[config.mk]
export PLATFORM = sky130hd
export DESIGN_NAME = ctl_pipe_buf
export DESIGN_NICKNAME = d
export VERILOG_FILES = /design/src/rtl/ctl_pipe_pkg.sv /design/src/rtl/ctl_pipe_mem.sv /design/src/rtl/ctl_pipe_ctrl.sv /design/src/rtl/ctl_pipe_evt.sv /design/src/rtl/ctl_pipe_buf.sv
export SDC_FILE = /design/constraint.sdc
export NUM_CORES = 2
export LEC_CHECK = 0
export BUFFER_PORTS_ARGS = -buffer_cell sky130_fd_sc_hd__buf_2
export CORE_UTILIZATION = 60
export CTS_CLUSTER_DIAMETER = 120
export DETAILED_ROUTE_END_ITERATION = 8
export PLACE_DENSITY = 0.76
export SYNTH_ARGS = -nofsm -noshare
export SYNTH_HDL_FRONTEND = slang
export SYNTH_HIERARCHICAL = 1
export SYNTH_SLANG_ARGS = --single-unit
[constraint.sdc]
create_clock -name clk_i -period 5.42 [get_ports clk_i]
set_clock_uncertainty 0.15 [all_clocks]
set_input_delay 0.542 -clock clk_i [delete_from_list [all_inputs] [get_ports clk_i]]
set_output_delay 0.542 -clock clk_i [all_outputs]
set_load 0.1 [all_outputs]
[src/rtl/ctl_pipe_pkg.sv]
package ctl_pipe_pkg;
  localparam int unsigned STS_W = 2;
  localparam int unsigned STS_RDY = 0;
  localparam int unsigned STS_EMP = 1;

  // 0..3 -> 8,16,32,64 bytes
  function automatic logic [6:0] mps_bytes(input logic [1:0] sel);
    return 7'd8 << sel;
  endfunction
endpackage

[src/rtl/ctl_pipe_mem.sv]
module ctl_pipe_mem #(
  parameter int unsigned DW    = 8,
  parameter int unsigned DEPTH = 256,
  localparam int unsigned AW   = $clog2(DEPTH)
) (
  input  logic          clk_i,
  input  logic          we_i,
  input  logic [AW-1:0] waddr_i,
  input  logic [DW-1:0] wdata_i,
  input  logic [AW-1:0] raddr_i,
  output logic [DW-1:0] rdata_o
);
  logic [DW-1:0] mem_q [DEPTH];

  always_ff @(posedge clk_i) begin
    if (we_i) mem_q[waddr_i] <= wdata_i;
  end

  assign rdata_o = mem_q[raddr_i];
endmodule

[src/rtl/ctl_pipe_ctrl.sv]
module ctl_pipe_ctrl
  import ctl_pipe_pkg::*;
#(
  parameter int unsigned DW    = 8,
  parameter int unsigned DEPTH = 256,
  localparam int unsigned AW   = $clog2(DEPTH),
  localparam int unsigned LW   = AW + 1
) (
  input  logic          clk_i,
  input  logic          rst_ni,
  input  logic          dir_tx_i,
  input  logic [1:0]    mps_sel_i,
  input  logic          clr_i,
  input  logic          sw_wr_i,
  input  logic [DW-1:0] sw_wdata_i,
  input  logic          sw_rd_i,
  input  logic          tx_commit_i,
  input  logic          usb_rx_valid_i,
  input  logic [DW-1:0] usb_rx_data_i,
  input  logic          usb_rx_eop_i,
  input  logic          usb_tx_rd_i,
  input  logic          usb_tx_done_i,
  input  logic [DW-1:0] mem_rdata_i,
  output logic          mem_we_o,
  output logic [AW-1:0] mem_waddr_o,
  output logic [DW-1:0] mem_wdata_o,
  output logic [AW-1:0] mem_raddr_o,
  output logic [DW-1:0] sw_rdata_o,
  output logic [DW-1:0] usb_tx_data_o,
  output logic          usb_tx_avail_o,
  output logic [LW-1:0] len_o,
  output logic          rdy_set_o,
  output logic          emp_set_o
);
  localparam logic [LW-1:0] FULL_LEN = LW'(DEPTH);
  localparam logic [LW-1:0] LAST_LEN = LW'(DEPTH - 1);

  logic [AW-1:0] wr_ptr_q, rd_ptr_q;
  logic [LW-1:0] len_q, rd_cnt_q, pkt_cnt_q, mps;
  logic          rx_done_q, tx_pend_q;
  logic          full, avail, rx_wr, tx_wr, rd_step, rx_eop, short_pkt, fill_done, tx_fin;

  assign mps       = LW'(mps_bytes(mps_sel_i));
  assign full      = (len_q == FULL_LEN);
  assign avail     = (rd_cnt_q < len_q);
  assign rx_wr     = !dir_tx_i && usb_rx_valid_i && !rx_done_q && !full;
  assign tx_wr     = dir_tx_i && sw_wr_i && !tx_pend_q && !full;
  assign rd_step   = dir_tx_i ? (usb_tx_rd_i && tx_pend_q && avail) : (sw_rd_i && avail);
  assign rx_eop    = !dir_tx_i && usb_rx_eop_i && !rx_done_q;
  assign short_pkt = rx_eop && (pkt_cnt_q < mps);
  assign fill_done = rx_wr && (len_q == LAST_LEN);
  assign tx_fin    = dir_tx_i && tx_pend_q && usb_tx_done_i;

  assign mem_we_o    = (rx_wr || tx_wr) && !clr_i;
  assign mem_waddr_o = wr_ptr_q;
  assign mem_wdata_o = dir_tx_i ? sw_wdata_i : usb_rx_data_i;
  assign mem_raddr_o = rd_ptr_q;

  assign sw_rdata_o     = (!dir_tx_i && avail) ? mem_rdata_i : '0;
  assign usb_tx_avail_o = dir_tx_i && tx_pend_q && avail;
  assign usb_tx_data_o  = usb_tx_avail_o ? mem_rdata_i : '0;
  assign len_o          = len_q;
  assign rdy_set_o      = (short_pkt || fill_done) && !clr_i;
  assign emp_set_o      = tx_fin && !clr_i;

  always_ff @(posedge clk_i or negedge rst_ni) begin
    if (!rst_ni) begin
      wr_ptr_q  <= '0;
      rd_ptr_q  <= '0;
      len_q     <= '0;
      rd_cnt_q  <= '0;
      pkt_cnt_q <= '0;
      rx_done_q <= 1'b0;
      tx_pend_q <= 1'b0;
    end else if (clr_i || tx_fin) begin
      wr_ptr_q  <= '0;
      rd_ptr_q  <= '0;
      len_q     <= '0;
      rd_cnt_q  <= '0;
      pkt_cnt_q <= '0;
      rx_done_q <= 1'b0;
      tx_pend_q <= 1'b0;
    end else begin
      if (rx_wr || tx_wr) begin
        wr_ptr_q <= wr_ptr_q + 1'b1;
        len_q    <= len_q + 1'b1;
      end
      if (rx_wr) pkt_cnt_q <= pkt_cnt_q + 1'b1;
      if (rx_eop) pkt_cnt_q <= '0;
      if (rd_step) begin
        rd_ptr_q <= rd_ptr_q + 1'b1;
        rd_cnt_q <= rd_cnt_q + 1'b1;
      end
      if (short_pkt || fill_done) rx_done_q <= 1'b1;
      if (dir_tx_i && tx_commit_i) tx_pend_q <= 1'b1;
    end
  end


  len_cap_chk: assert property (@(posedge clk_i) disable iff (!rst_ni) len_q <= FULL_LEN);

  rd_behind_chk: assert property (@(posedge clk_i) disable iff (!rst_ni) rd_cnt_q <= len_q);

  clr_empties_chk: assert property (@(posedge clk_i) disable iff (!rst_ni)
    clr_i |=> (len_q == '0 && rd_cnt_q == '0 && !rx_done_q && !tx_pend_q));

  lock_cause_chk: assert property (@(posedge clk_i) disable iff (!rst_ni)
    $rose(rx_done_q) |-> ($past(usb_rx_eop_i) || len_q == FULL_LEN));

  lock_hold_chk: assert property (@(posedge clk_i) disable iff (!rst_ni)
    (rx_done_q && !clr_i && !dir_tx_i) |=> $stable(len_q));

  tx_done_empties_chk: assert property (@(posedge clk_i) disable iff (!rst_ni)
    tx_fin |=> (len_q == '0 && !usb_tx_avail_o));
endmodule

[src/rtl/ctl_pipe_evt.sv]
module ctl_pipe_evt
  import ctl_pipe_pkg::*;
(
  input  logic             clk_i,
  input  logic             rst_ni,
  input  logic [STS_W-1:0] set_i,
  input  logic [STS_W-1:0] clr_i,
  input  logic [STS_W-1:0] en_i,
  output logic [STS_W-1:0] sts_o,
  output logic             irq_o
);
  logic [STS_W-1:0] sts_q;

  for (genvar g = 0; g < STS_W; g++) begin : g_bit
    always_ff @(posedge clk_i or negedge rst_ni) begin
      if (!rst_ni)       sts_q[g] <= 1'b0;
      else if (set_i[g]) sts_q[g] <= 1'b1;
      else if (clr_i[g]) sts_q[g] <= 1'b0;
    end


    sticky_chk: assert property (@(posedge clk_i) disable iff (!rst_ni)
      (sts_q[g] && !clr_i[g]) |=> sts_q[g]);

    set_wins_chk: assert property (@(posedge clk_i) disable iff (!rst_ni)
      set_i[g] |=> sts_q[g]);
  end

  assign sts_o = sts_q;
  assign irq_o = |(sts_q & en_i);
endmodule

[src/rtl/ctl_pipe_buf.sv]
module ctl_pipe_buf
  import ctl_pipe_pkg::*;
#(
  parameter int unsigned DW    = 8,
  parameter int unsigned DEPTH = 256,
  localparam int unsigned AW   = $clog2(DEPTH),
  localparam int unsigned LW   = AW + 1
) (
  input  logic             clk_i,
  input  logic             rst_ni,
  input  logic             dir_tx_i,
  input  logic [1:0]       mps_sel_i,
  input  logic             clr_i,
  input  logic             sw_wr_i,
  input  logic [DW-1:0]    sw_wdata_i,
  input  logic             sw_rd_i,
  output logic [DW-1:0]    sw_rdata_o,
  input  logic             tx_commit_i,
  input  logic             usb_rx_valid_i,
  input  logic [DW-1:0]    usb_rx_data_i,
  input  logic             usb_rx_eop_i,
  input  logic             usb_tx_rd_i,
  output logic [DW-1:0]    usb_tx_data_o,
  output logic             usb_tx_avail_o,
  input  logic             usb_tx_done_i,
  output logic [LW-1:0]    rx_len_o,
  output logic [STS_W-1:0] sts_o,
  input  logic [STS_W-1:0] sts_clr_i,
  input  logic [STS_W-1:0] irq_en_i,
  output logic             irq_o
);
  logic          mem_we;
  logic [AW-1:0] mem_waddr, mem_raddr;
  logic [DW-1:0] mem_wdata, mem_rdata;
  logic          rdy_set, emp_set;

  ctl_pipe_mem #(.DW(DW), .DEPTH(DEPTH)) u_mem (
    .clk_i   (clk_i),
    .we_i    (mem_we),
    .waddr_i (mem_waddr),
    .wdata_i (mem_wdata),
    .raddr_i (mem_raddr),
    .rdata_o (mem_rdata)
  );

  ctl_pipe_ctrl #(.DW(DW), .DEPTH(DEPTH)) u_ctrl (
    .clk_i          (clk_i),
    .rst_ni         (rst_ni),
    .dir_tx_i       (dir_tx_i),
    .mps_sel_i      (mps_sel_i),
    .clr_i          (clr_i),
    .sw_wr_i        (sw_wr_i),
    .sw_wdata_i     (sw_wdata_i),
    .sw_rd_i        (sw_rd_i),
    .tx_commit_i    (tx_commit_i),
    .usb_rx_valid_i (usb_rx_valid_i),
    .usb_rx_data_i  (usb_rx_data_i),
    .usb_rx_eop_i   (usb_rx_eop_i),
    .usb_tx_rd_i    (usb_tx_rd_i),
    .usb_tx_done_i  (usb_tx_done_i),
    .mem_rdata_i    (mem_rdata),
    .mem_we_o       (mem_we),
    .mem_waddr_o    (mem_waddr),
    .mem_wdata_o    (mem_wdata),
    .mem_raddr_o    (mem_raddr),
    .sw_rdata_o     (sw_rdata_o),
    .usb_tx_data_o  (usb_tx_data_o),
    .usb_tx_avail_o (usb_tx_avail_o),
    .len_o          (rx_len_o),
    .rdy_set_o      (rdy_set),
    .emp_set_o      (emp_set)
  );

  ctl_pipe_evt u_evt (
    .clk_i  (clk_i),
    .rst_ni (rst_ni),
    .set_i  ({emp_set, rdy_set}),
    .clr_i  (sts_clr_i),
    .en_i   (irq_en_i),
    .sts_o  (sts_o),
    .irq_o  (irq_o)
  );
endmodule

# Word-level counts from Yosys, hierarchy flattened
# Memory sizes are Yosys's and may differ from the RTL's.
# Index checks and enable logic that the tools add are counted.
[word_totals]
ff_bits = 47
ram_bits = 2048
input_bits = 33
out_inout_bits = 29
wordCells = 83
n_memories = 1
[classes]
addsub = 5
order_cmp = 2
n_eq_ne = 2
shift = 1
muxes = 25
n_bitwise = 1
n_reduce_logical = 37
[mem_list]
columns = ["memory", "depth", "word_bits", "read_ports", "rd_clocked_by_memory_dff", "wr", "line_no", "rtl"]
rows = [
  ["u_mem.mem_q", 256, 8, 1, 0, 1, "ctl_pipe_mem.sv:13", "logic [DW-1:0] mem_q [DEPTH];"],
]
[op_table]
columns = ["operator", "n"]
rows = [
  ["9-bit two-way mux", 7],
  ["8-bit two-way mux", 7],
  ["9-bit by 1-bit adder with 9-bit output, second input constant", 3],
  ["1-bit logical AND", 21],
  ["8-bit by 1-bit adder with 8-bit output, second input constant", 2],
  ["2-bit nonzero test", 6],
  ["1-bit two-way mux", 11],
  ["9-bit by 8-bit == test with 1-bit output, second input constant", 1],
  ["9-bit == test, second input constant", 1],
  ["9-bit by 7-bit less-than comparator with 1-bit output", 1],
  ["9-bit less-than comparator", 1],
  ["4-bit by 2-bit << shifter with 7-bit output, first input constant", 1],
  ["1-bit logical NOT", 5],
  ["1-bit logical OR", 3],
  ["3-bit nonzero test", 1],
  ["2-bit bitwise AND", 1],
  ["2-bit OR reduction", 1],
]

# Depth between registers and ports, before layout
[logic_depth]
ltp_word = 8
mapped_depth = 12
mapped_depth_nobuf = 9

# Cells and area by module
# The synthesis kept the hierarchy.
[by_module_without_submodules]
columns = ["module", "instances", "cells_per_inst", "area_per_inst_um2", "seq_area_each_um2"]
rows = [
  ["ctl_pipe_mem", 1, 3725, 79396.1, 61499.0],
  ["ctl_pipe_ctrl", 1, 309, 2817.7, 1126.1],
  ["ctl_pipe_evt", 1, 7, 82.6, 50.0],
]

# Worst setup path after synthesis
# OpenSTA, ideal clock, no wires.
[synth_timing]
path_kind = "register to output"
startpoint = "register u_ctrl.len_q[2] (netlist: u_ctrl/len_o[2])"
endpoint = "output port usb_tx_data_o[0]"
t_arrival_ps = 4420
required_ps = 4728
setup_slack_ps = 308
stages_incl_launch_ff = 8
path_buffers = 0
path_cell_list = "dfrtp_1 inv_1 ha_1 a211oi_1 o211ai_1 a21o_1 nor2_1 and2_1"
[synth_via]
elab_chain_cells = 3
[synth_rtl]
columns = ["element", "line_no", "rtl"]
rows = [
  ["start, declared", "ctl_pipe_ctrl.sv:39", "logic [LW-1:0] len_q, rd_cnt_q, pkt_cnt_q, mps;"],
  ["start signal, assigned", "ctl_pipe_ctrl.sv:86", "len_q <= len_q + 1'b1;"],
  ["9-bit less-than comparator", "ctl_pipe_ctrl.sv:45", "assign avail = (rd_cnt_q < len_q);"],
  ["1-bit logical AND", "ctl_pipe_ctrl.sv:60", "assign usb_tx_avail_o = dir_tx_i && tx_pend_q && avail;"],
  ["net usb_tx_avail_o", "ctl_pipe_buf.sv:24", "output logic usb_tx_avail_o,"],
  ["8-bit two-way mux", "ctl_pipe_ctrl.sv:61", "assign usb_tx_data_o = usb_tx_avail_o ? mem_rdata_i : '0;"],
  ["end, declared", "ctl_pipe_buf.sv:23", "output logic [DW-1:0] usb_tx_data_o,"],
]
# The timed path passes the listed nets, and every way through them passes these cells.

# Worst setup path after layout
[layout_timing]
startpoint = "register u_ctrl.rd_ptr_q[4] (netlist: u_ctrl/mem_raddr_o[4])"
endpoint = "output port usb_tx_data_o[6]"
[layout_via]
elab_chain_cells = 2
[layout_rtl]
columns = ["element", "line_no", "rtl"]
rows = [
  ["start, declared", "ctl_pipe_ctrl.sv:38", "logic [AW-1:0] wr_ptr_q, rd_ptr_q;"],
  ["start signal, assigned", "ctl_pipe_ctrl.sv:91", "rd_ptr_q <= rd_ptr_q + 1'b1;"],
  ["memory 256 x 8 bit", "n/a", ""],
  ["net mem_rdata[6]", "ctl_pipe_buf.sv:34", "logic [DW-1:0] mem_wdata, mem_rdata;"],
  ["8-bit two-way mux", "ctl_pipe_ctrl.sv:61", ""],
]
# The timed path passes the listed nets, and every way through them passes these cells.

==> impl_metrics.py <==
metrics = {
    "floorplanning": {
        "start_util_pct": 60.6,
        "dieArea_mm2": 0.139,
        "core-area_mm2": 0.136,
        "die_w_um": 372,
        "ios": 62,
        "num_rows": 135,
        "die_h_um": 372,
    },
    "cts": {
        "ctsHtreeMaxLevel": 4,
        "cts.sinks": 2095,
        "clockBufferDepth": 3,
        "clkLatencyLatePin_ns": 0.85,
        "clockRootBuffer": "clkbuf_16",
        "cts.clk_slew.worst_paths_ns": 0.06,
        "numCtsBuffers": 195,
        "cts_tree": "done",
    },
    "place": {
        "hpwlAfterDp_um": 121000,
        "placement.io_buffers": 61,
        "dpl_cell_area_mm2": 0.0853,
        "place.gp.congestion": 0.912,
    },
    "grt": {
        "grt_pass1_wl_um": 288000,
        "grtUsageTotal_pct": 29.2,
        "antenna_found_initial": 8,
        "grt_start_max_net_pins": 162,
        "gr-total-overflow": 0,
        "grt_pass1_vias": 42200,
    },
    "outcome": {
        "status": "complete, but fails checks",
        "violations": "setup timing",
    },
    "yosys": {
        "synthAdderAreaFrac_pct": 0.289,
        "synth_warnings": 6,
        "synth-simple-area-share_pct": 3.43,
        "synth_xor_area_share_pct": 0.223,
        "synth_mux_area_share_pct": 14.3,
        "async_flop_share_pct": 2.24,
        "ys_seq_elements": 2095,
        "ys.flop_type": "edfxtp_1",
        "seq_area_frac_synth_pct": 76.2,
        "synth_area_mm2": 0.0823,
        "synth_cell_type_count": 72,
        "avgSynthCellArea_um2": 20.4,
        "synth-compound-area-share_pct": 3.76,
        "syn_nets": 4093,
        "synth_top_family_by_area": "multiplexers",
        "synth_edf_count": 2048,
        "synthCells": 4041,
    },
    "worst_hold_path": {
        "hold_path.class": "primary input to flip-flop",
        "min_to": "u_evt/sts_o[0]$_DFFE_PN0P_",
        "min_path_cells": 3,
        "hold_start": "clr_i",
    },
    "final_layout": {
        "final_nets": 4310,
        "syn_to_final_growth_pct": 11.5,
        "final_area_mm2": 0.0918,
        "drive_gt1_share_pct": 23.6,
        "fin_util_pct": 67.6,
    },
    "routing": {
        "via_per_inst": 6.88,
        "wl_per_cell_um": 32.1,
        "vias": 42700,
        "drt-initial-drc-count": 6017,
        "drtAntennaViolNets": 0,
        "drt_pass1_iterations": 6,
        "post-route-drc-count": 0,
        "wirelength_um": 199000,
    },
    "setup_path": {
        "crit_fanout": 27,
        "worstPathRequired_ns": 4.73,
        "cp_cell_sequence": "and2_2 -> buf_4 -> a22oi_1 -> a21oi_1 -> nor4_1 -> nor4_2 -> and2_1 -> buf_12",
        "r2r_end": "u_mem/mem_q[199][7]$_DFFE_PP_",
        "critical_path_arrival_ns": 4.76,
        "ff2ff_path_depth": 8,
        "cp-end-kind": "primary output",
        "start_kind": "flip-flop",
        "rrSetupSlack_ns": 1.05,
        "reg2reg_from": "u_ctrl/len_o[0]$_DFFE_PN0P_",
        "cp_slowest_cell": "dfrtp_2",
        "critical_path_class": "flip-flop to primary output",
        "cpPeakStageDelay_ns": 1.03,
    },
    "timing": {
        "fin_crit_sh_pct": 101,
        "finalHoldViolCount": 0,
        "worstMarginPinSlew_ns": 1.15,
        "layout_setup_ws_ns": -0.0298,
        "min_period_ns": 5.45,
        "slew_headroom_pct": 23.3,
        "final_max_slew_viol_count": 0,
        "fmax_ghz": 0.183,
        "setup_viol_count_final": 2,
    },
    "flow_run": {
        "drv_cap": 0,
    },
    "power": {
        "power.density_mw_per_mm2": 357,
        "p_leak_nw": 28.0,
        "irDropWorstVdd_uv": 285,
    },
}
per-stage QoR:
step	total power [mW]	setup TNS (ns)	worst slack, ns	std cells	hold WS [ns]
6_report	32.7	-0.0563	-0.0298	6205	0.0418
3_5_place_dp	19.8	0	0.272	5829	0.355
3_3_place_gp	19.8	0	0.295	5829	0.347
4_1_cts	32.9	0	0.000297	6194	0.000282
2_1_floorplan	19.4	0	0.308	4041	0.0964
5_1_grt	33.5	-0.0126	-0.00663	6201	0.0470
where the power goes:
group,internal [mW],total [mW],switching (mW)
Sequential,17.9,17.9,0.0197
Clock,7.42,13.2,5.81
Combinational,0.574,1.58,1.01
Total,25.9,32.7,6.83
cell usage after synthesis, types with 4 or more instances:
cell type / count / area share [%]
a22o_1: 9 / 0.096
xor2_1: 13 / 0.14
buf_2: 31 / 0.19
a211oi_1: 17 / 0.16
nand2_1: 63 / 0.29
and3_1: 7 / 0.053
nand3_1: 42 / 0.26
a22oi_1: 133 / 1.2
mux4_2: 454 / 12
nand4_1: 24 / 0.18
nor2b_1: 34 / 0.26
a21oi_1: 115 / 0.70
dfrtp_1: 47 / 1.4
o211ai_1: 13 / 0.12
nor3_1: 24 / 0.15
mux2_2: 9 / 0.12
nor2_1: 316 / 1.4
buf_4: 27 / 0.25
a221oi_1: 13 / 0.14
or3_1: 7 / 0.053
nor4_1: 26 / 0.20
nand3b_1: 5 / 0.046
clkbuf_1: 116 / 0.53
mux2i_1: 135 / 1.6
o22a_1: 5 / 0.053
buf_6: 23 / 0.31
buf_12: 8 / 0.19
o22ai_1: 28 / 0.21
buf_1: 23 / 0.10
buf_8: 13 / 0.24
and2_1: 23 / 0.17
o21ai_0: 25 / 0.15
o221ai_1: 47 / 0.50
or2_2: 5 / 0.038
nand2b_1: 12 / 0.091
inv_1: 15 / 0.068
edfxtp_1: 2048 / 75
ha_1: 19 / 0.29
or4_1: 5 / 0.046
o32ai_1: 4 / 0.043
xnor2_1: 8 / 0.085
o31ai_1: 5 / 0.046
worst max path at each step:
stage	from	to	depth (start not counted)
final	u_ctrl/mem_raddr_o[4]$_DFFE_PN0P_	usb_tx_data_o[6]	8
after global routing	u_ctrl/mem_raddr_o[0]$_DFFE_PN0P_	sw_rdata_o[7]	13
after CTS	u_ctrl/mem_raddr_o[2]$_DFFE_PN0P_	sw_rdata_o[4]	11
after detailed placement	u_ctrl/mem_raddr_o[0]$_DFFE_PN0P_	usb_tx_data_o[0]	9
after global placement	u_ctrl/mem_raddr_o[0]$_DFFE_PN0P_	usb_tx_data_o[0]	9
after floorplan	u_ctrl/len_o[2]$_DFFE_PN0P_	usb_tx_data_o[0]	7
sequential cells by signal, summed over array words and instances (netlist names), 2 cells and up:
name                flops
u_evt/sts_o             2
u_ctrl/mem_waddr_o      8
u_ctrl/mem_raddr_o      8
u_mem/mem_q          2048
u_ctrl/len_o            9
u_ctrl/rd_cnt_q         9
u_ctrl/pkt_cnt_q        9
layer usage:
metal	wire, um	part of all wire (%)	global-route usage [%]	vias up
met5	0	0	0	-
met4	8590	4.3	11.5	0
met3	22200	11	6.63	500
met2	95200	48	45.8	2820
met1	73400	37	40.5	22200
li1	-	-	-	17200
timing repair:
action | 4_1_cts | 5_1_grt
gates cloned | 0 | 0
hold endpoints to repair | 50 | 0
setup buffers | 1 | 7
endpoints found under the setup margin | 16 | 15
hold buffers | 5 | 0
gates resized for setup | 27 | 8
critical path: cells and delay by family, from the launching register on:
family,cells,cell delay [ns]
simple gates,4,1.67
buf+inv,2,0.47
flops,1,1.03
compound gates,2,0.70
cell type report:
cell class              instances  area [um^2]
fillers                      8241        44000
diodes                          4         10.0
clock inverters               113          988
multi-input cells            1689        18400
well taps                    1781         2230
flip-flops and latches       2095        62700
repair buffers                261         2250
clock buffers                 246         5160
inverters                      16         60.1
kinds of logic (layout without fill, tap and decap cells):
family | after synthesis | after routing
AOI/OAI and AO/OA | 443 | 443
xor gates and xnor gates | 21 | 21
adders and majority gates | 19 | 19
buffers and inverters | 257 | 636
DFF | 2095 | 2095
muxes | 600 | 600
other | 0 | 4
and+or+nand+nor | 606 | 606
placed cells by master (no fill, tap or decap), types with 22 or more instances in the layout:
cell type     n
a21oi_1     115
a22oi_1     133
and2_1       22
buf_12       32
buf_2        53
buf_4       168
clkbuf_1     45
clkbuf_16   198
clkinv_1     48
clkinv_2     33
dfrtp_1      42
edfxtp_1   2048
mux2i_1     135
mux4_2      454
nand2_1      61
nand3_1      42
nand4_1      24
nor2_1      312
nor2b_1      30
o21ai_0      25
o221ai_1     47
o22ai_1      28
(Power assumes the default switching activity.)
